==> config.mk <==
export PLATFORM = sky130hd
export DESIGN_NAME = regframe_remap
export DESIGN_NICKNAME = d
export VERILOG_FILES = /design/src/rtl/regframe_pkg.sv /design/src/rtl/regframe_stack.sv /design/src/rtl/regframe_ctrl.sv /design/src/rtl/regframe_xlat.sv /design/src/rtl/regframe_remap.sv
export SDC_FILE = /design/constraint.sdc
export NUM_CORES = 1
export LEC_CHECK = 0
export ABC_CLOCK_PERIOD_IN_PS = 7180
export BUFFER_PORTS_ARGS = -buffer_cell sky130_fd_sc_hd__buf_2
export CAP_MARGIN = 10
export CELL_PAD_IN_SITES_DETAIL_PLACEMENT = 1
export CELL_PAD_IN_SITES_GLOBAL_PLACEMENT = 2
export CORE_MARGIN = 2
export CORE_UTILIZATION = 30
export CTS_CLUSTER_DIAMETER = 60
export CTS_CLUSTER_SIZE = 12
export DETAILED_ROUTE_END_ITERATION = 12
export PLACE_DENSITY_LB_ADDON = 0.1
export SYNTH_ARGS = -nofsm -noshare
export SYNTH_HDL_FRONTEND = slang
export SYNTH_SLANG_ARGS = --single-unit
==> constraint.sdc <==
create_clock -name clk -period 7.18 [get_ports clk]
set_input_delay 1.436 -clock clk [delete_from_list [all_inputs] [get_ports clk]]
set_output_delay 1.436 -clock clk [all_outputs]
set_load 0.005 [all_outputs]
==> src/rtl/regframe_pkg.sv <==
package regframe_pkg;
  localparam int unsigned NUM_REGS    = 128;
  localparam int unsigned NUM_GLOBAL  = 32;
  localparam int unsigned NUM_STACKED = NUM_REGS - NUM_GLOBAL;
  localparam int unsigned REG_W       = $clog2(NUM_REGS);
  localparam int unsigned CNT_W       = $clog2(NUM_STACKED + 1);

  // Saved/current frame description
  typedef struct packed {
    logic [CNT_W-1:0] base;   // physical offset of logical 32 within the stacked region
    logic [CNT_W-1:0] size;   // registers in the frame
    logic [CNT_W-1:0] outs;   // output registers at the top of the frame
    logic [CNT_W-1:0] rsz;    // rotating registers at the bottom of the frame
    logic [CNT_W-1:0] rpos;   // rotation position
  } frame_mark_t;
endpackage

==> src/rtl/regframe_stack.sv <==
module regframe_stack
  import regframe_pkg::*;
#(
  parameter int unsigned DEPTH = 4
) (
  input  logic        clk,
  input  logic        rst_n,
  input  logic        push,
  input  logic        pop,
  input  frame_mark_t din,
  output frame_mark_t top,
  output logic        full,
  output logic        empty
);
  localparam int unsigned PW = $clog2(DEPTH + 1);

  logic [PW-1:0] cnt_q, cnt_d;
  frame_mark_t   slot_q [DEPTH];

  always_comb begin
    cnt_d = cnt_q;
    if (push)     cnt_d = cnt_q + PW'(1);
    else if (pop) cnt_d = cnt_q - PW'(1);
  end

  always_ff @(posedge clk or negedge rst_n) begin
    if (!rst_n)           cnt_q <= '0;
    else if (push || pop) cnt_q <= cnt_d;
  end

  for (genvar i = 0; i < DEPTH; i++) begin : g_slot
    logic wr_en;
    assign wr_en = push && (cnt_q == PW'(i));
    always_ff @(posedge clk or negedge rst_n) begin
      if (!rst_n)     slot_q[i] <= '0;
      else if (wr_en) slot_q[i] <= din;
    end
  end

  always_comb begin
    top = '0;
    for (int i = 0; i < DEPTH; i++)
      if (cnt_q == PW'(i + 1)) top = slot_q[i];
  end

  assign full  = (cnt_q == PW'(DEPTH));
  assign empty = (cnt_q == '0);
endmodule

==> src/rtl/regframe_ctrl.sv <==
module regframe_ctrl
  import regframe_pkg::*;
(
  input  logic             clk,
  input  logic             rst_n,
  input  logic             alloc_vld,
  input  logic [CNT_W-1:0] alloc_size,
  input  logic [CNT_W-1:0] alloc_outs,
  input  logic [CNT_W-1:0] alloc_rot,
  input  logic             call_vld,
  input  logic             ret_vld,
  input  logic             rot_vld,
  input  frame_mark_t      stk_top,
  input  logic             stk_full,
  input  logic             stk_empty,
  output frame_mark_t      cur,
  output logic             push,
  output logic             pop,
  output logic             ovf,
  output logic             unf
);
  localparam logic [CNT_W:0] STK_N = (CNT_W+1)'(NUM_STACKED);

  frame_mark_t cur_q, cur_d;
  logic        upd, ovf_d, unf_d;
  logic [CNT_W:0] nb_sum;
  logic [CNT_W-1:0] rpos_inc;
  logic alloc_ok;

  // Base of a callee frame: skip the caller's non-output registers
  always_comb begin
    nb_sum = {1'b0, cur_q.base} + {1'b0, cur_q.size} - {1'b0, cur_q.outs};
    if (nb_sum >= STK_N) nb_sum = nb_sum - STK_N;
  end

  assign rpos_inc = (cur_q.rpos + CNT_W'(1) >= cur_q.rsz) ? '0 : cur_q.rpos + CNT_W'(1);

  assign alloc_ok = (alloc_size != '0) && ({1'b0, alloc_size} <= STK_N) &&
                    (alloc_outs <= alloc_size) && (alloc_rot <= alloc_size);

  always_comb begin
    cur_d = cur_q;
    upd   = 1'b0;
    push  = 1'b0;
    pop   = 1'b0;
    ovf_d = 1'b0;
    unf_d = 1'b0;
    if (ret_vld) begin
      if (stk_empty) unf_d = 1'b1;
      else begin
        pop   = 1'b1;
        upd   = 1'b1;
        cur_d = stk_top;
      end
    end else if (call_vld) begin
      if (stk_full) ovf_d = 1'b1;
      else begin
        push       = 1'b1;
        upd        = 1'b1;
        cur_d      = '0;
        cur_d.base = nb_sum[CNT_W-1:0];
        cur_d.size = cur_q.outs;
      end
    end else if (alloc_vld) begin
      if (alloc_ok) begin
        upd        = 1'b1;
        cur_d.size = alloc_size;
        cur_d.outs = alloc_outs;
        cur_d.rsz  = alloc_rot;
        cur_d.rpos = '0;
      end
    end else if (rot_vld) begin
      if (cur_q.rsz != '0) begin
        upd        = 1'b1;
        cur_d.rpos = rpos_inc;
      end
    end
  end

  always_ff @(posedge clk or negedge rst_n) begin
    if (!rst_n)   cur_q <= '0;
    else if (upd) cur_q <= cur_d;
  end

  always_ff @(posedge clk or negedge rst_n) begin
    if (!rst_n) begin
      ovf <= 1'b0;
      unf <= 1'b0;
    end else begin
      ovf <= ovf_d;
      unf <= unf_d;
    end
  end

  assign cur = cur_q;
endmodule

==> src/rtl/regframe_xlat.sv <==
module regframe_xlat
  import regframe_pkg::*;
(
  input  frame_mark_t      cur,
  input  logic [REG_W-1:0] lreg,
  output logic [REG_W-1:0] phys,
  output logic             zero,
  output logic             fault
);
  localparam logic [REG_W-1:0] GLB   = REG_W'(NUM_GLOBAL);
  localparam logic [CNT_W:0]   STK_N = (CNT_W+1)'(NUM_STACKED);

  logic [CNT_W-1:0] off;
  logic [CNT_W:0]   rsum, psum;
  logic             glob;

  assign glob = lreg < GLB;
  assign off  = CNT_W'(lreg - GLB);

  // Second level: rotation inside the rotating sub-region
  always_comb begin
    if (off < cur.rsz) begin
      rsum = {1'b0, off} + {1'b0, cur.rpos};
      if (rsum >= {1'b0, cur.rsz}) rsum = rsum - {1'b0, cur.rsz};
    end else begin
      rsum = {1'b0, off};
    end
    // First level: frame base, wrapping around the stacked region
    psum = {1'b0, cur.base} + rsum;
    if (psum >= STK_N) psum = psum - STK_N;
  end

  always_comb begin
    zero  = (lreg == '0);
    fault = 1'b0;
    if (glob) phys = lreg;
    else if (off >= cur.size) begin
      fault = 1'b1;
      phys  = '0;
    end else phys = GLB + REG_W'(psum);
  end
endmodule

==> src/rtl/regframe_remap.sv <==
module regframe_remap
  import regframe_pkg::*;
#(
  parameter int unsigned NLOOK     = 3,
  parameter int unsigned STK_DEPTH = 4
) (
  input  logic                   clk,
  input  logic                   rst_n,
  input  logic                   alloc_vld,
  input  logic [CNT_W-1:0]       alloc_size,
  input  logic [CNT_W-1:0]       alloc_outs,
  input  logic [CNT_W-1:0]       alloc_rot,
  input  logic                   call_vld,
  input  logic                   ret_vld,
  input  logic                   rot_vld,
  input  logic [NLOOK*REG_W-1:0] lk_reg,
  output logic [NLOOK*REG_W-1:0] lk_phys,
  output logic [NLOOK-1:0]       lk_zero,
  output logic [NLOOK-1:0]       lk_fault,
  output logic                   stk_ovf,
  output logic                   stk_unf
);
  logic [1:0]  rst_q;
  logic        rst_i_n;
  frame_mark_t cur, stk_top;
  logic        push, pop, full, empty;

  // Reset asserts at once, releases on the clock
  always_ff @(posedge clk or negedge rst_n) begin
    if (!rst_n) rst_q <= 2'b00;
    else        rst_q <= {rst_q[0], 1'b1};
  end
  assign rst_i_n = rst_q[1];

  regframe_stack #(.DEPTH(STK_DEPTH)) u_stack (
    .clk(clk), .rst_n(rst_i_n), .push(push), .pop(pop), .din(cur),
    .top(stk_top), .full(full), .empty(empty)
  );

  regframe_ctrl u_ctrl (
    .clk(clk), .rst_n(rst_i_n),
    .alloc_vld(alloc_vld), .alloc_size(alloc_size), .alloc_outs(alloc_outs),
    .alloc_rot(alloc_rot), .call_vld(call_vld), .ret_vld(ret_vld),
    .rot_vld(rot_vld), .stk_top(stk_top), .stk_full(full), .stk_empty(empty),
    .cur(cur), .push(push), .pop(pop), .ovf(stk_ovf), .unf(stk_unf)
  );

  for (genvar i = 0; i < NLOOK; i++) begin : g_look
    regframe_xlat u_xlat (
      .cur(cur),
      .lreg(lk_reg[i*REG_W +: REG_W]),
      .phys(lk_phys[i*REG_W +: REG_W]),
      .zero(lk_zero[i]),
      .fault(lk_fault[i])
    );
  end
endmodule

==> results.md <==
- CTS root buf: clkbuf_16
- Cts hold-fix bufs: 0
- Comb power frac: a little under two thirds
- Top-area cell type share of the netlist area: 32.2%
- Clk buf depth: 2
- Fin Clk Skew: around 10 ps
- # rows: 79
- Area contributors post-synth: dfrtp_1, ha_1, mux2_2
- Io pins: 77
- DR iter-0 viols: 513
- RSZ-0062 raised after global routing: true
- Main synth FF type: dfrtp_1
- Violated checks: setup timing
- Core area: 46600 um2
- Critical path capture point type: output port
- Element type at the critical path start: input port
- Final Hold Fails: 0
- Hold WS: ~350 ps
- Routed WL: 49.5 mm
- Layout cells sized above 1: 33.0%
- PortBufs: 76
- Initial core utilization: a little under a third
- H-tree depth: 4
- Nets@finish: a little under 2000
- Count of different cell masters after synthesis: approximately 80
- Total track usage: roughly a fifth
- Slew Limit Fails: 0
- First-pass GRT wire length: 76.0 mm
- Worst EP arrival: 6130 ps
- Crit path largest cell delay: around 440 ps
- P_sw: ~0.0032 W
- Sequential area share after synthesis: between 30% and 40%
- Synth warnings: 0
- Hpwl dp: about 35 mm
- DR vias: 12000
- Drt pass-1 iters: 5
- Die ar.: slightly below 50000 um2
- Maximum vdd drop: between 0.00015 and 0.0002 V
- Clock sinks: ~180
- Routed length per instance: about 21 um
- Cell total after placement: 2289
- Slowest cell on the critical path: fa_2
- Pint: ~0.0042 W
- Flop pwr share: 23.2%
- Relative slew slack: between 30% and 40%
- Worst setup margin: -387 ps
- Status: finished with violations
- Clock Power Share: about an eighth
- Lkg Pwr: approximately 8.6 nW
- Avg Cell Area, Syn: approximately 9.5 um2
- Die X: about 220 um
- Most frequent cells after synthesis: dfrtp_1, ha_1, mux2_2, nand2_1, a21oi_1
- Number of diodes: 0
- Die Ht: 221 um
- Max Cap Viol: 0
- Delay-heaviest family, CP: compound AO/OA/AOI/OAI gates
- Worst-margin pin slew: 1010 ps
- Async set-reset flop share out of synthesis: 100%
- Worst-Skew Late Latency: 440 ps
- Critical path buffers and inverters: 4
- Final setup vio count: 6
- Post-route ant nets: 0
- Initial antenna violation count: 1
- Cells after synthesis: 1494
- Hold WC Path Type: flip-flop to flip-flop
- Post-synthesis instance area: about 14000 um2
- CTS clk-pin slew, worst paths: approximately 70 ps
- P&R area growth vs syn: 26.2%
- Count leader, synth: dfrtp_1
- Syn nets: 1702
- Max frequency: 132 MHz
- DRC viols: 0
- Gpl congestion: ~0.80
- Non-filler cells, final: 2350
- Vias in the first global route: between 10000 and 15000
- CP Max Fanout: 6
- Min Tclk post-route: between 7000 and 8000 ps
- Largest net degree at the start of global routing: 181
- CTS buffer count: 17
- Net Sw Frac: between 40% and 50%
- CTS tree: built
- Number of synthesized register bits: 182
- CP most frequent cell: nand2_2
- EDFF count, synth: 0
- Crit Path Class: input port to output port
- Gr ovfl total: 0
- Vias per cell: roughly 5.1
- Power Density: 415 nW/um2
- Period utilisation layout: 105%
- Yosys top cell by area: dfrtp_1
- Critical Path RT: around 5700 ps
## worst register-to-register path, cell delays in order, from the launching register on
cell and delay [ps]:
dfrtp_1 920, inv_1 130, fa_1 590, inv_1 60, ha_1 280, a21o_1 180
a21oi_1 220, o21ai_1 90, a21oi_1 250, o21ai_0 160, xor2_1 180, o31ai_1 310
a22o_1 170
## layout make-up
type / count / area, um2
Fill cell: 5267 / 28700
Multi-Input combinational cell: 1155 / 9600
Sequential cell: 182 / 4560
Timing Repair Buffer: 288 / 2030
Tap cell: 607 / 759
Clock buffer: 20 / 457
Inverter: 86 / 324
Clock inverter: 12 / 143
## placed cells by master, fill, tap and decap left out, types with 7 or more instances in the layout
master     Yosys  final
a21o_1        32     32
a211oi_1      11      7
a22oi_1       42     42
xor2_1        18     14
nor4_1         8      7
a21oi_1      102     86
o21a_1        17     17
nor2_1        97     92
a31oi_1        8      7
buf_4          6    207
fa_1          16     10
buf_2          5     73
o211ai_1      16     16
o21ai_1       53     58
o21ai_2        1     13
nand2_1      114    109
clkbuf_16      0     17
ha_4           0     10
xnor2_1       35     23
nor2b_1       25     23
a21oi_2        2     18
dfrtp_1      182    181
ha_1         144    130
mux2_1        28     28
nor3_1         9      8
nand3_1       23     17
o21ai_0       63     45
mux2i_1       34     31
inv_1         84     81
xnor2_2        0     12
nand2b_1      21     21
mux2_2       125    125
a22o_1        13     13
## path summary, 6_finish.rpt
check / start / slack (ps) / depth (start not counted) / end
worst max-delay path: lk_reg[0] / -390 / 27 / lk_phys[5]
worst min-delay path: rst_q[0]$_DFF_PN0_ / 350 / 0 / rst_q[1]$_DFF_PN0_
worst max register to register: u_ctrl.cur[29]$_DFFE_PN0P_ / 3570 / 12 / u_ctrl.cur[34]$_DFFE_PN0P_
worst min register to register: rst_q[0]$_DFF_PN0_ / 350 / 0 / rst_q[1]$_DFF_PN0_
max in group asynchronous: rst_q[1]$_DFF_PN0_ / 5930 / 1 / u_stack.slot_q[63]$_DFFE_PN0P_
min in group asynchronous: rst_q[1]$_DFF_PN0_ / 510 / 1 / u_stack.slot_q[17]$_DFFE_PN0P_
## flip-flops by register name (all words and copies together), names as in the netlist
register        count
u_ctrl.ovf          1
u_ctrl.cur         35
u_ctrl.unf          1
u_stack.slot_q    140
u_stack.cnt_q       3
rst_q               2
## power by group through the flow
stage	sequential, W	clock [W]	combinational (W)
global placement	0.00172	0	0.00424
finish	0.00172	0.000982	0.00472
CTS	0.00172	0.00101	0.00455
global route	0.00177	0.00105	0.00524
detailed placement	0.00174	0	0.00433
floorplan	0.00159	0	0.00277
## per-stage QoR
stage	util [%]	area (um2)	worst slack [ps]	total power (W)	setup TNS, ps
after floorplan	-	14200	-27.1	0.00436	-27.1
after global placement	35.5	16500	-562	0.00596	-2690
after detailed placement	35.5	16500	-667	0.00607	-3670
after CTS	37.5	17500	-458	0.00729	-2170
after global routing	38.4	17900	-678	0.00806	-3600
final	38.4	17900	-387	0.00743	-1800
## per-layer routing
metal,vias up,track usage (%),part of all wire (%)
met5,-,0,0
met4,0,4.14,1.4
met3,30,1.97,1.6
met2,100,34.6,48
met1,6061,27.4,49
li1,5847,-,-
## cell families (layout without fill, tap and decap cells)
| family | count (synthesis) | count (layout) | share of synthesized area [%] |
|---|---|---|---|
| AOI/OAI and AO/OA | 412 | 412 | 19.0 |
| and+or+nand+nor | 339 | 339 | 11.3 |
| muxes | 189 | 189 | 14.8 |
| DFF | 182 | 182 | 32.2 |
| adders and majority gates | 160 | 160 | 15.0 |
| buffers and inverters | 157 | 406 | 4.37 |
| xor gates and xnor gates | 54 | 54 | 3.39 |
| other | 1 | 1 | 0.0265 |
## what timing repair did
| action | CTS | global route |
|---|---|---|
| gates resized for setup | 60 | 57 |
| buffers inserted | 18 | 11 |
| pin swaps | 28 | 54 |
| endpoints found under the setup margin | 7 | 10 |
Note: power is estimated with default switching activity, not from simulation.
